`src/rtl/phy_mbox_pkg.sv`:
```
package phy_mbox_pkg;
    localparam int WORD_W    = 32;
    localparam int ADDR_W    = 6;
    localparam int DATA_W    = 8;
    localparam int ADDR_LSB  = 0;
    localparam int WDATA_LSB = 8;
    localparam int RDATA_LSB = 16;
    localparam int WR_BIT    = 24;
    localparam int RD_BIT    = 25;
    localparam int ACK_BIT   = 26;

    typedef enum logic [1:0] {
        H_IDLE,
        H_REQ,
        H_HOLD,
        H_DRAIN
    } host_state_t;

    typedef enum logic [1:0] {
        P_IDLE,
        P_WAIT,
        P_ACK
    } phy_state_t;
endpackage

```
`src/rtl/phy_mbox_host.sv`:
```
module phy_mbox_host
    import phy_mbox_pkg::*;
#(
    parameter int AW = ADDR_W,
    parameter int DW = DATA_W
) (
    input  logic              clk,
    input  logic              rst_n,
    input  logic              sw_we,
    input  logic [WORD_W-1:0] sw_wdata,
    output logic [WORD_W-1:0] sw_rdata,
    input  logic              phy_ack,
    input  logic [DW-1:0]     phy_rdata,
    output logic              req_wr,
    output logic              req_rd,
    output logic [AW-1:0]     req_addr,
    output logic [DW-1:0]     req_wdata
);
    host_state_t state_q, state_d;

    logic [AW-1:0] fld_addr;
    logic [DW-1:0] fld_wdata;
    logic [DW-1:0] fld_rdata;
    logic          fld_wr;
    logic          fld_rd;
    logic          op_is_wr;
    logic [AW-1:0] lat_addr;
    logic [DW-1:0] lat_wdata;
    logic          strobe_any;
    logic          op_strobe;

    assign strobe_any = fld_wr | fld_rd;
    assign op_strobe  = op_is_wr ? fld_wr : fld_rd;

    // State register.
    always_ff @(posedge clk) begin
        if (!rst_n) begin
            state_q <= H_IDLE;
        end else begin
            state_q <= state_d;
        end
    end

    // Next-state logic.
    always_comb begin
        state_d = state_q;
        unique case (state_q)
            H_IDLE:  if (strobe_any && !phy_ack) state_d = H_REQ;
            H_REQ:   if (phy_ack)                state_d = H_HOLD;
            H_HOLD:  if (!op_strobe)             state_d = H_DRAIN;
            H_DRAIN: if (!phy_ack)               state_d = H_IDLE;
            default:                             state_d = H_IDLE;
        endcase
    end

    // Software fields, issue latch and read-data capture.
    always_ff @(posedge clk) begin
        if (!rst_n) begin
            fld_addr  <= '0;
            fld_wdata <= '0;
            fld_rdata <= '0;
            fld_wr    <= 1'b0;
            fld_rd    <= 1'b0;
            op_is_wr  <= 1'b0;
            lat_addr  <= '0;
            lat_wdata <= '0;
        end else begin
            if (sw_we) begin
                fld_addr  <= sw_wdata[ADDR_LSB +: AW];
                fld_wdata <= sw_wdata[WDATA_LSB +: DW];
                fld_wr    <= sw_wdata[WR_BIT];
                fld_rd    <= sw_wdata[RD_BIT];
            end
            if (state_q == H_IDLE && state_d == H_REQ) begin
                op_is_wr  <= fld_wr;
                lat_addr  <= fld_addr;
                lat_wdata <= fld_wdata;
            end
            if (state_q == H_REQ && phy_ack && !op_is_wr) begin
                fld_rdata <= phy_rdata;
            end
        end
    end

    // Outputs.
    always_comb begin
        req_wr    = 1'b0;
        req_rd    = 1'b0;
        req_addr  = lat_addr;
        req_wdata = lat_wdata;
        sw_rdata  = '0;
        unique case (state_q)
            H_REQ, H_HOLD: begin
                req_wr = op_is_wr;
                req_rd = !op_is_wr;
            end
            default: begin
                req_wr = 1'b0;
                req_rd = 1'b0;
            end
        endcase
        sw_rdata[ADDR_LSB  +: AW] = fld_addr;
        sw_rdata[WDATA_LSB +: DW] = fld_wdata;
        sw_rdata[RDATA_LSB +: DW] = fld_rdata;
        sw_rdata[WR_BIT]          = fld_wr;
        sw_rdata[RD_BIT]          = fld_rd;
        sw_rdata[ACK_BIT]         = (state_q == H_HOLD) || (state_q == H_DRAIN);
    end
endmodule

```
`src/rtl/phy_mbox_phy.sv`:
```
module phy_mbox_phy
    import phy_mbox_pkg::*;
#(
    parameter int AW      = ADDR_W,
    parameter int DW      = DATA_W,
    parameter int ACK_LAT = 2
) (
    input  logic          clk,
    input  logic          rst_n,
    input  logic          req_wr,
    input  logic          req_rd,
    input  logic [AW-1:0] req_addr,
    input  logic [DW-1:0] req_wdata,
    output logic          ack,
    output logic [DW-1:0] rdata
);
    localparam int DEPTH = 2 ** AW;
    localparam int CNT_W = $clog2(ACK_LAT + 1);
    localparam logic [CNT_W-1:0] CNT_LAST = CNT_W'(ACK_LAT - 1);
    localparam logic [DW-1:0] RST_TAG = DW'(1) << (DW - 1);

    phy_state_t state_q, state_d;
    logic [CNT_W-1:0] cnt_q;
    logic [DW-1:0]    mem [DEPTH];
    logic             req_any;

    assign req_any = req_wr | req_rd;

    always_ff @(posedge clk) begin
        if (!rst_n) begin
            state_q <= P_IDLE;
        end else begin
            state_q <= state_d;
        end
    end

    always_comb begin
        state_d = state_q;
        unique case (state_q)
            P_IDLE: if (req_any)            state_d = P_WAIT;
            P_WAIT: if (cnt_q == CNT_LAST)  state_d = P_ACK;
            P_ACK:  if (!req_any)           state_d = P_IDLE;
            default:                        state_d = P_IDLE;
        endcase
    end

    always_ff @(posedge clk) begin
        if (!rst_n) begin
            cnt_q <= '0;
            rdata <= '0;
            for (int i = 0; i < DEPTH; i++) begin
                mem[i] <= RST_TAG | DW'(i);
            end
        end else begin
            if (state_q == P_IDLE) begin
                cnt_q <= '0;
            end else if (state_q == P_WAIT) begin
                cnt_q <= cnt_q + 1'b1;
            end
            if (state_q == P_WAIT && state_d == P_ACK) begin
                if (req_wr) begin
                    mem[req_addr] <= req_wdata;
                end else begin
                    rdata <= mem[req_addr];
                end
            end
        end
    end

    always_comb begin
        ack = (state_q == P_ACK);
    end
endmodule

```
`src/rtl/phy_mbox_top.sv`:
```
module phy_mbox_top
    import phy_mbox_pkg::*;
(
    input  logic              clk,
    input  logic              rst_n,
    input  logic              host_we,
    input  logic [WORD_W-1:0] host_wdata,
    output logic [WORD_W-1:0] host_rdata
);
    logic              req_wr;
    logic              req_rd;
    logic [ADDR_W-1:0] req_addr;
    logic [DATA_W-1:0] req_wdata;
    logic              phy_ack;
    logic [DATA_W-1:0] phy_rdata;

    phy_mbox_host #(.AW(ADDR_W), .DW(DATA_W)) host_i (
        .clk       (clk),
        .rst_n     (rst_n),
        .sw_we     (host_we),
        .sw_wdata  (host_wdata),
        .sw_rdata  (host_rdata),
        .phy_ack   (phy_ack),
        .phy_rdata (phy_rdata),
        .req_wr    (req_wr),
        .req_rd    (req_rd),
        .req_addr  (req_addr),
        .req_wdata (req_wdata)
    );

    phy_mbox_phy #(.AW(ADDR_W), .DW(DATA_W), .ACK_LAT(2)) phy_i (
        .clk       (clk),
        .rst_n     (rst_n),
        .req_wr    (req_wr),
        .req_rd    (req_rd),
        .req_addr  (req_addr),
        .req_wdata (req_wdata),
        .ack       (phy_ack),
        .rdata     (phy_rdata)
    );
endmodule

```
`config.mk`:
```
export PLATFORM = sky130hd
export DESIGN_NAME = phy_mbox_top
export DESIGN_NICKNAME = d
export VERILOG_FILES = /design/src/rtl/phy_mbox_pkg.sv /design/src/rtl/phy_mbox_host.sv /design/src/rtl/phy_mbox_phy.sv /design/src/rtl/phy_mbox_top.sv
export SDC_FILE = /design/constraint.sdc
export NUM_CORES = 1
export LEC_CHECK = 0
export BUFFER_PORTS_ARGS = -buffer_cell sky130_fd_sc_hd__buf_4
export CAP_MARGIN = 20
export CORE_MARGIN = 4
export CORE_UTILIZATION = 55
export CTS_CLUSTER_DIAMETER = 200
export DETAILED_ROUTE_END_ITERATION = 8
export MAX_ROUTING_LAYER = met4
export PLACE_DENSITY = 0.72
export SLEW_MARGIN = 30
export SYNTH_ARGS = -nofsm -noshare
export SYNTH_HDL_FRONTEND = slang
export SYNTH_SLANG_ARGS = --single-unit
```
`constraint.sdc`:
```
create_clock -name clk -period 3.1 [get_ports clk]
set_clock_uncertainty 0.1 [all_clocks]
set_input_delay 0.62 -clock clk [delete_from_list [all_inputs] [get_ports clk]]
set_output_delay 0.62 -clock clk [all_outputs]
set_load 0.02 [all_outputs]
```
## Word level (Yosys, flattened, before mapping)

Memory sizes are Yosys's and may differ from the RTL's. A register that Yosys moved wholly into a read port is not among the register bits.
Index checks and enable logic that the tools add are counted.

- Bits in registers: 45
- Memory bits (writable): 512
- Input bits: 35
- Logic and storage cells: 60
- Memories kept: 1

Memory list:

| name | depth | bits a word | read ports | clocked after Yosys merged registers in | wr ports | line | text |
|---|---|---|---|---|---|---|---|
| phy_i.mem | 64 | 8 | 1 | 1 | 64 | phy_mbox_phy.sv:24 | `logic [DW-1:0] mem [DEPTH];` |

- Add/subtract/negate cells: 1
- Equal/unequal tests: 8
- Mux-type cells: 20
- Bitwise gates (word level): 4
- Reduce and logical (&&, ||, !) cells: 15

Operators with widths:

| operator | number |
|---|---|
| 2-bit 2-to-1 mux | 7 |
| 1-bit 2-to-1 mux | 9 |
| 2-bit by 1-bit equality test with 1-bit output (second input constant) | 4 |
| 2-bit equality test (second input constant) | 4 |
| 8-bit 2-to-1 mux | 1 |
| 2-bit case mux with 4 select lines | 1 |
| 8-bit OR reduction | 1 |
| 6-bit 2-to-1 mux | 1 |
| 2-bit case mux with 3 select lines | 1 |
| 1-bit logical AND | 5 |
| 2-bit logical NOT | 2 |
| 2-bit OR reduction | 2 |
| 1-bit logical NOT | 3 |
| 2-bit by 1-bit adder with 2-bit output (second input constant) | 1 |
| 1-bit inverter | 2 |
| 1-bit OR | 2 |
| 2-bit AND reduction | 1 |
| 1-bit logical OR | 1 |

## Depth between registers and ports, before layout

Gate-level depths: netlist (run 1).

- Depth in word-level cells: 13
- Depth in mapped cells: 9
- Mapped depth without buffers: 7

## By module

A second synthesis (run 1) with hierarchy kept.

- Cells, all modules: 2,036
- Area total of the unflattened synthesis: 26,285.2 um2

By module, submodules not included:

| module | instances | cells an instance | area each (um2) | sequential area each (um2) |
|---|---|---|---|---|
| phy_mbox_phy | 1 | 1,858 | 24,522.3 | 15,615.0 |
| phy_mbox_host | 1 | 178 | 1,762.9 | 820.8 |

## Worst setup path after synthesis (run 1)

No wires, ideal clock.

- Kind: register to register
- Start: reg host_i.state_q[0]
- End: mem phy_i.mem[60][0] (netlist name) (enable)
- Data arrival time: 2,348 ps
- Required time: 2,616 ps
- Slack: 268 ps
- Cell stages (with the launch flop): 9
- Buffers on the path: 2
- Clock period less this slack: 2,832 ps
- Cells stage by stage: dfxtp_1 inv_1 ha_1 nand2_1 nor4_2 nand2_1 clkbuf_1 clkbuf_1 o21ai_0

RTL lines:

| item | line | text |
|---|---|---|
| start: declaration | phy_mbox_host.sv:19 | `host_state_t state_q, state_d;` |
| start signal: assignment | phy_mbox_host.sv:40 | `state_q <= state_d;` |
| end: declaration | phy_mbox_phy.sv:24 |  |

==> flow_metrics.tcl, run 1 <==
set metrics [dict create \
    cts_hold_buf 0 \
    via_per_inst 6.670 \
    yosysSeqAreaShare_pct 62.78 \
    synthFlopType "edfxtp_1" \
    drt_drc_violations_left 0 \
    post_synth.cell_area_avg_um2 13.10 \
    synth_enable_flop_cells 512 \
    finalSetupViolCount 0 \
    first_global_vias 17960 \
    cts.sink_count 565 \
    coreArea_mm2 0.04675 \
    worst_setup_path_endpoint "phy_i.mem[14][1]" \
    design.die.area_mm2 0.05115 \
    synth_top_area_share_pct 58.73 \
    clk_transition_reported_paths_ps 60 \
    initialDrtViolationCount 2796 \
    clk_root_buffer_cell "clkbuf_16" \
    postSynth.asyncResetShare_pct 0 \
    crit_path_end_kind "flop" \
    yosys_register_bits 565 \
    route.detailed.wl_per_inst_um 27.68 \
    crit_type "flop to flop" \
    globalRoute.totalOverflow 0 \
    worstSetupStartpointType "flop" \
    design.final.nets 2089 \
    synth_area_mm2 0.02618 \
    final_layout_size_suffix_gt1_share_pct 20.66 \
    gr-usage-all-layers_pct 30.14 \
    rr_endpoint "phy_i.mem[14][1]" \
    timing_worst_slew_pin_value_ps 968.2 \
    yosys.area.top_type "edfxtp_1" \
    cts-root-to-sink-buffers 3 \
    hold-worst-slack_ps 170.6 \
    top_level_ports 67 \
    timing.hold.worst.class "input port to flop" \
    horizontal_extent_of_the_die_um 226.2 \
    timing.slew.headroom_pct 35.45 \
    floorplan.initialDensity_pct 55.99 \
    yosys.cell_types.count 59 \
    rows 79 \
    timing.final.crit_share_pct 98.00 \
    dpl.hpwl_um 48100 \
    dpl_worst_slack_ps -35.52 \
    ys_warn_count 0 \
    rr_startpoint "host_i.state_q[1]" \
    tritoncts.num_buffers 56 \
    report.power.total_mw 16.31 \
    setup.worst_path.start "host_i.state_q[1]" \
    post_synth_main_area_contributors "edfxtp_1 (59%), mux4_2 (5.5%), or3_1 (5.5%)" \
    met1_wire_length_um 28450 \
    detail-route-antenna-nets 0 \
    detailed_routed_wire_length_on_met2_um 34780 \
    post_cts.resized_instances 1 \
    synthesis.instances 1998 \
    timing.final.ws_setup_ps 62.09 \
    pwr_density_cell_mw_per_mm2 550.3 \
    worst-path-max-fanout 15 \
    cts-htree-levels 2 \
    clock_insertion_delay_worst_skew_ps 610 \
    period_minus_slack_ps 3038 \
    cap_violations 0 \
    antenna_found_initial 1 \
    timing.reg2reg.setup_slack_ps 60 \
    worst_r2r_path_depth 7 \
    gp_congestion 0.9559 \
    hold_viol 0 \
    power.leakage_nw 9.400 \
    syn2layout_area_growth_pct 13.22 \
    post_layout_nonfiller_instances 2704 \
    status "finished, final reports clean" \
    tritoncts_clock_tree "built" \
    post_cts_setup_buffers 0 \
    highest-signal-layer "met4" \
    grt_pass1_wl_um 112500 \
    vias 18040 \
    timing_max_transition_violations_final 0 \
    max_freq_ghz 0.3292 \
    detailroute.wirelength.met3_um 8378 \
    worst-endpoint-required_ps 3320 \
    grt_max_degree 117 \
    quantity_of_i_o_buffers_inserted_on_ports 43 \
    totalNegativeSetupSlack_ps 0 \
    setup_repair_after_global_routing_missed_its_margin "no" \
    worst_ir_drop_vdd_mv 0.4250 \
    first_pass_iters 8 \
    worstPathArrival_ps 3260 \
    numPlacedInstances 2598 \
    wirelength_um 74840 \
    die_h_um 226.2 \
]
-- cell type report --
type                    count  area [um^2]
diodes                      1        2.502
clock buffers              79         1633
clock inverters            26        152.6
fillers                  3389        17110
inverters                  11        41.29
multi-input cells        1183         8656
flip-flops and latches    565        16450
well taps                 607        759.5
repair buffers            232         1942
-- layer usage --
| layer | track usage (%) | vias up |
|---|---|---|
| li1 | - | 7676 |
| met1 | 40.86 | 8941 |
| met3 | 5.992 | 224 |
| met2 | 45.33 | 1194 |
| met5 | - | - |
| met4 | 12.27 | 0 |
-- critical path, stage by stage (launching register included) --
cell	delay, ps
dfxtp_1	380
inv_1	90
ha_1	330
nand2_1	140
nor4_4	450
nand2_2	450
o21ai_0	550
buf_4	250
-- cell usage after synthesis (all sizes together), types with 4 or more instances --
cell      n
o221ai    4
ha        5
or2       5
clkbuf  180
nand3b   10
o31ai     5
and2     94
a22oi    29
nor3     75
mux4     64
and3b     5
inv      10
and3     80
o21ai    74
edfxtp  512
buf      65
o22ai    22
nor3b     5
dfxtp    53
or3     230
a21oi    21
or3b      4
nand2    68
nor2b    48
nand2b   14
mux2     18
nand3    27
mux2i    99
a221oi   53
nor2     82
a31oi     9
-- cells by family after synthesis --
family	synth area share [%]
compound gates	6.123
buf+inv	4.359
flops	62.78
fa+ha+maj	0.2390
other cells	0.01432
mux	10.07
simple gates	16.42
-- per-stage QoR --
stage	cell area, um^2	util, %
floorplan	26200	-
global placement	27840	59.54
detailed placement	27840	59.54
CTS	29630	63.38
global route	29640	63.39
finish	29640	63.40
-- power by group --
| group | internal, mW | total (mW) | switching, mW |
|---|---|---|---|
| registers | 8.41 | 8.54 | 0.126 |
| logic | 0.427 | 1.17 | 0.747 |
| clock network | 3.74 | 6.60 | 2.86 |
| total | 12.6 | 16.3 | 3.73 |
-- worst min-delay path by stage --
stage / startpoint / endpoint / cells after the start / slack (ps)
after global routing: host_wdata[8] / host_i.fld_wdata[0] / 3 / 170
after CTS: host_wdata[8] / host_i.fld_wdata[0] / 3 / 140
final: host_wdata[8] / host_i.fld_wdata[0] / 3 / 170
after global placement: phy_i.cnt_q[0] / phy_i.cnt_q[0] / 2 / 370
after floorplan: phy_i.cnt_q[0] / phy_i.cnt_q[0] / 2 / 360
after detailed placement: phy_i.cnt_q[0] / phy_i.cnt_q[0] / 2 / 400
-- state kept, by name, summed over array words and instances (netlist names) --
register / count
host_i.fld_rdata: 8
host_i.fld_wdata: 8
host_i.fld_wr: 1
phy_i.mem: 512
host_i.op_is_wr: 1
host_i.fld_rd: 1
host_i.req_addr: 6
phy_i.rdata: 8
host_i.state_q: 2
host_i.req_wdata: 8
phy_i.cnt_q: 2
host_i.fld_addr: 6
phy_i.state_q: 2
-- placed cells by master, fill, tap and decap left out, types with 10 or more instances in the layout --
cell type	count
clkinv_1	15
nand2_1	64
or3_1	230
buf_12	16
nor2_1	76
mux2_2	18
a221oi_1	53
mux2i_1	99
and2_1	94
nand3b_1	10
nor3_1	75
nand3_1	27
and3_1	80
a21oi_1	21
clkbuf_16	58
mux4_2	64
nand2b_1	13
buf_4	216
dfxtp_1	44
a22oi_1	29
edfxtp_1	512
clkbuf_8	10
o22ai_1	22
nor2b_1	47
o21ai_0	72
Note: power is estimated with default switching activity, not from simulation.
==> run 2: changes to the inputs <==
==> constraint.sdc (replaced) <==
create_clock -name clk -period 3 [get_ports clk]
set_clock_uncertainty 0.1 [all_clocks]
set_input_delay 0.6 -clock clk [delete_from_list [all_inputs] [get_ports clk]]
set_output_delay 0.6 -clock clk [all_outputs]
set_load 0.02 [all_outputs]
==> flow_metrics.tcl, run 2 (synthesis results as in run 1) <==
set metrics [dict create \
    max_freq_ghz 0.3436 \
    grt_pass1_wl_um 111100 \
    top_level_ports 67 \
    regMostFlops "phy_i.mem" \
    timing.hold.worst.class "input port to flop" \
    worst_ir_drop_vdd_mv 0.4339 \
    slowest_stage "or4_4" \
    pwr_density_cell_mw_per_mm2 576.0 \
    finalSetupViolCount 0 \
    die_h_um 226.2 \
    antenna_found_initial 0 \
    worstPathArrival_ps 3070 \
    numPlacedInstances 2609 \
    globalRoute.totalOverflow 0 \
    first_pass_iters 6 \
    first_global_vias 17700 \
    tritoncts_clock_tree "built" \
    combinationalPowerShare_pct 7.2 \
    clock_insertion_delay_worst_skew_ps 620 \
    worst-endpoint-required_ps 3160 \
    mostFrequentLayoutCells "edfxtp_1 (512), or3_1 (230), buf_4 (222)" \
    floorplan.initialDensity_pct 55.99 \
    hold-worst-slack_ps 147.2 \
    drt_drc_violations_left 0 \
    power.leakage_nw 9.474 \
    p_switching_mw 3.862 \
    final_layout_size_suffix_gt1_share_pct 20.75 \
    horizontal_extent_of_the_die_um 226.2 \
    series_of_cell_instances_along_the_critical_path "inv_1 -> ha_1 -> nand2_1 -> or4_4 -> nor2_2 -> nand2_1 -> nand2_1" \
    design.final.nets 2101 \
    cts_hold_buf 0 \
    post_cts.resized_instances 0 \
    sw_frac_of_total_pct 22.47 \
    period_minus_slack_ps 2910 \
    power_frac_seq_pct 51.3 \
    crit_type "flop to flop" \
    antennaDiodeCount 0 \
    internal_power_contribution_mw 13.33 \
    gp_congestion 0.9665 \
    design.die.area_mm2 0.05115 \
    clk_transition_reported_paths_ps 60 \
    cts-htree-levels 2 \
    post_layout_nonfiller_instances 2713 \
    gr-usage-all-layers_pct 29.83 \
    share_clk_of_total_power_pct 41.5 \
    initialDrtViolationCount 2883 \
    cts.sink_count 565 \
    quantity_of_i_o_buffers_inserted_on_ports 43 \
    post_cts_setup_buffers 0 \
    worstSetupStartpointType "flop" \
    slowest_delay_ps 600 \
    timing.slew.headroom_pct 29.00 \
    timing_max_transition_violations_final 0 \
    hold_viol 0 \
    tritoncts.num_buffers 57 \
    setup_repair_after_global_routing_missed_its_margin "yes" \
    mostFrequentLayoutCell "edfxtp_1" \
    timing.reg2reg.setup_slack_ps 90 \
    fillerInstances 3348 \
    cts-root-to-sink-buffers 3 \
    coreArea_mm2 0.04675 \
    detail-route-antenna-nets 0 \
    timing.final.crit_share_pct 97.00 \
    dpl.hpwl_um 47590 \
    totalNegativeSetupSlack_ps 0 \
    worst-path-max-fanout 8 \
    clk_root_buffer_cell "clkbuf_16" \
    worst_path_most_repeated_cell "nand2_1" \
    wirelength_um 74080 \
    syn2layout_area_growth_pct 14.00 \
    postLayoutCoreUtil_pct 63.83 \
    timing_worst_slew_pin_value_ps 1064 \
    vias 18010 \
    grt_max_degree 117 \
    route.detailed.wl_per_inst_um 27.31 \
    largest_register_ff_count 512 \
    crit_path_end_kind "flop" \
    via_per_inst 6.640 \
    rows 79 \
    status "finished, final reports clean" \
    cap_violations 0 \
]
[run 2: cell type report]
cell class                      instances  area, um^2  area share, %
Timing Repair Buffer                  243        2087          6.993
Multi-Input combinational cell       1183        8653          29.00
Sequential cell                       565       16450          55.13
Tap cell                              607       759.5          2.545
Inverter                               11       41.29         0.1384
Clock buffer                           73        1529          5.123
Clock inverter                         31       320.3          1.073
[run 2: metrics by stage]
stage / total power [mW] / cell area, um^2 / setup slack, ps
final: 17.19 / 29840 / 89.94
after global routing: 17.62 / 29840 / -26.59
after CTS: 17.21 / 29830 / 83.87
after detailed placement: 10.19 / 27980 / 81.08
after global placement: 10.16 / 27980 / 91.52
after floorplan: 9.660 / 26200 / 167.7
[run 2: metal layers]
metal | wire length, um | GRT usage [%] | vias up
met5 | 0 | - | -
met4 | 3263 | 11.76 | 0
met3 | 8446 | 5.278 | 213
met2 | 34720 | 45.90 | 1224
met1 | 27650 | 40.10 | 8881
li1 | - | - | 7696
[run 2: power groups by stage]
stage	sequential [mW]	combinational (mW)	clock [mW]
6_report	8.81	1.24	7.13
5_1_grt	8.82	1.31	7.49
4_1_cts	8.81	1.22	7.18
3_5_place_dp	8.97	1.22	0
3_3_place_gp	8.97	1.19	0
2_1_floorplan	8.91	0.746	0
[run 2: worst paths after layout]
check	startpoint	end	cells past startpoint
worst max-delay path	host_i.state_q[1]	phy_i.mem[49][5]	7
worst min-delay path	host_wdata[2]	host_i.fld_addr[2]	3
worst max register to register	host_i.state_q[1]	phy_i.mem[49][5]	7
worst min register to register	host_i.fld_rdata[1]	host_i.fld_rdata[1]	2
[run 2: worst max-delay path, delay by kind of cell, from the launching register on]
family                   cells  cell delay (ps)
buffers and inverters        1              100
adder cells (fa/ha/maj)      1              340
AND/OR/NAND/NOR              5             1640
flip-flops                   1              380
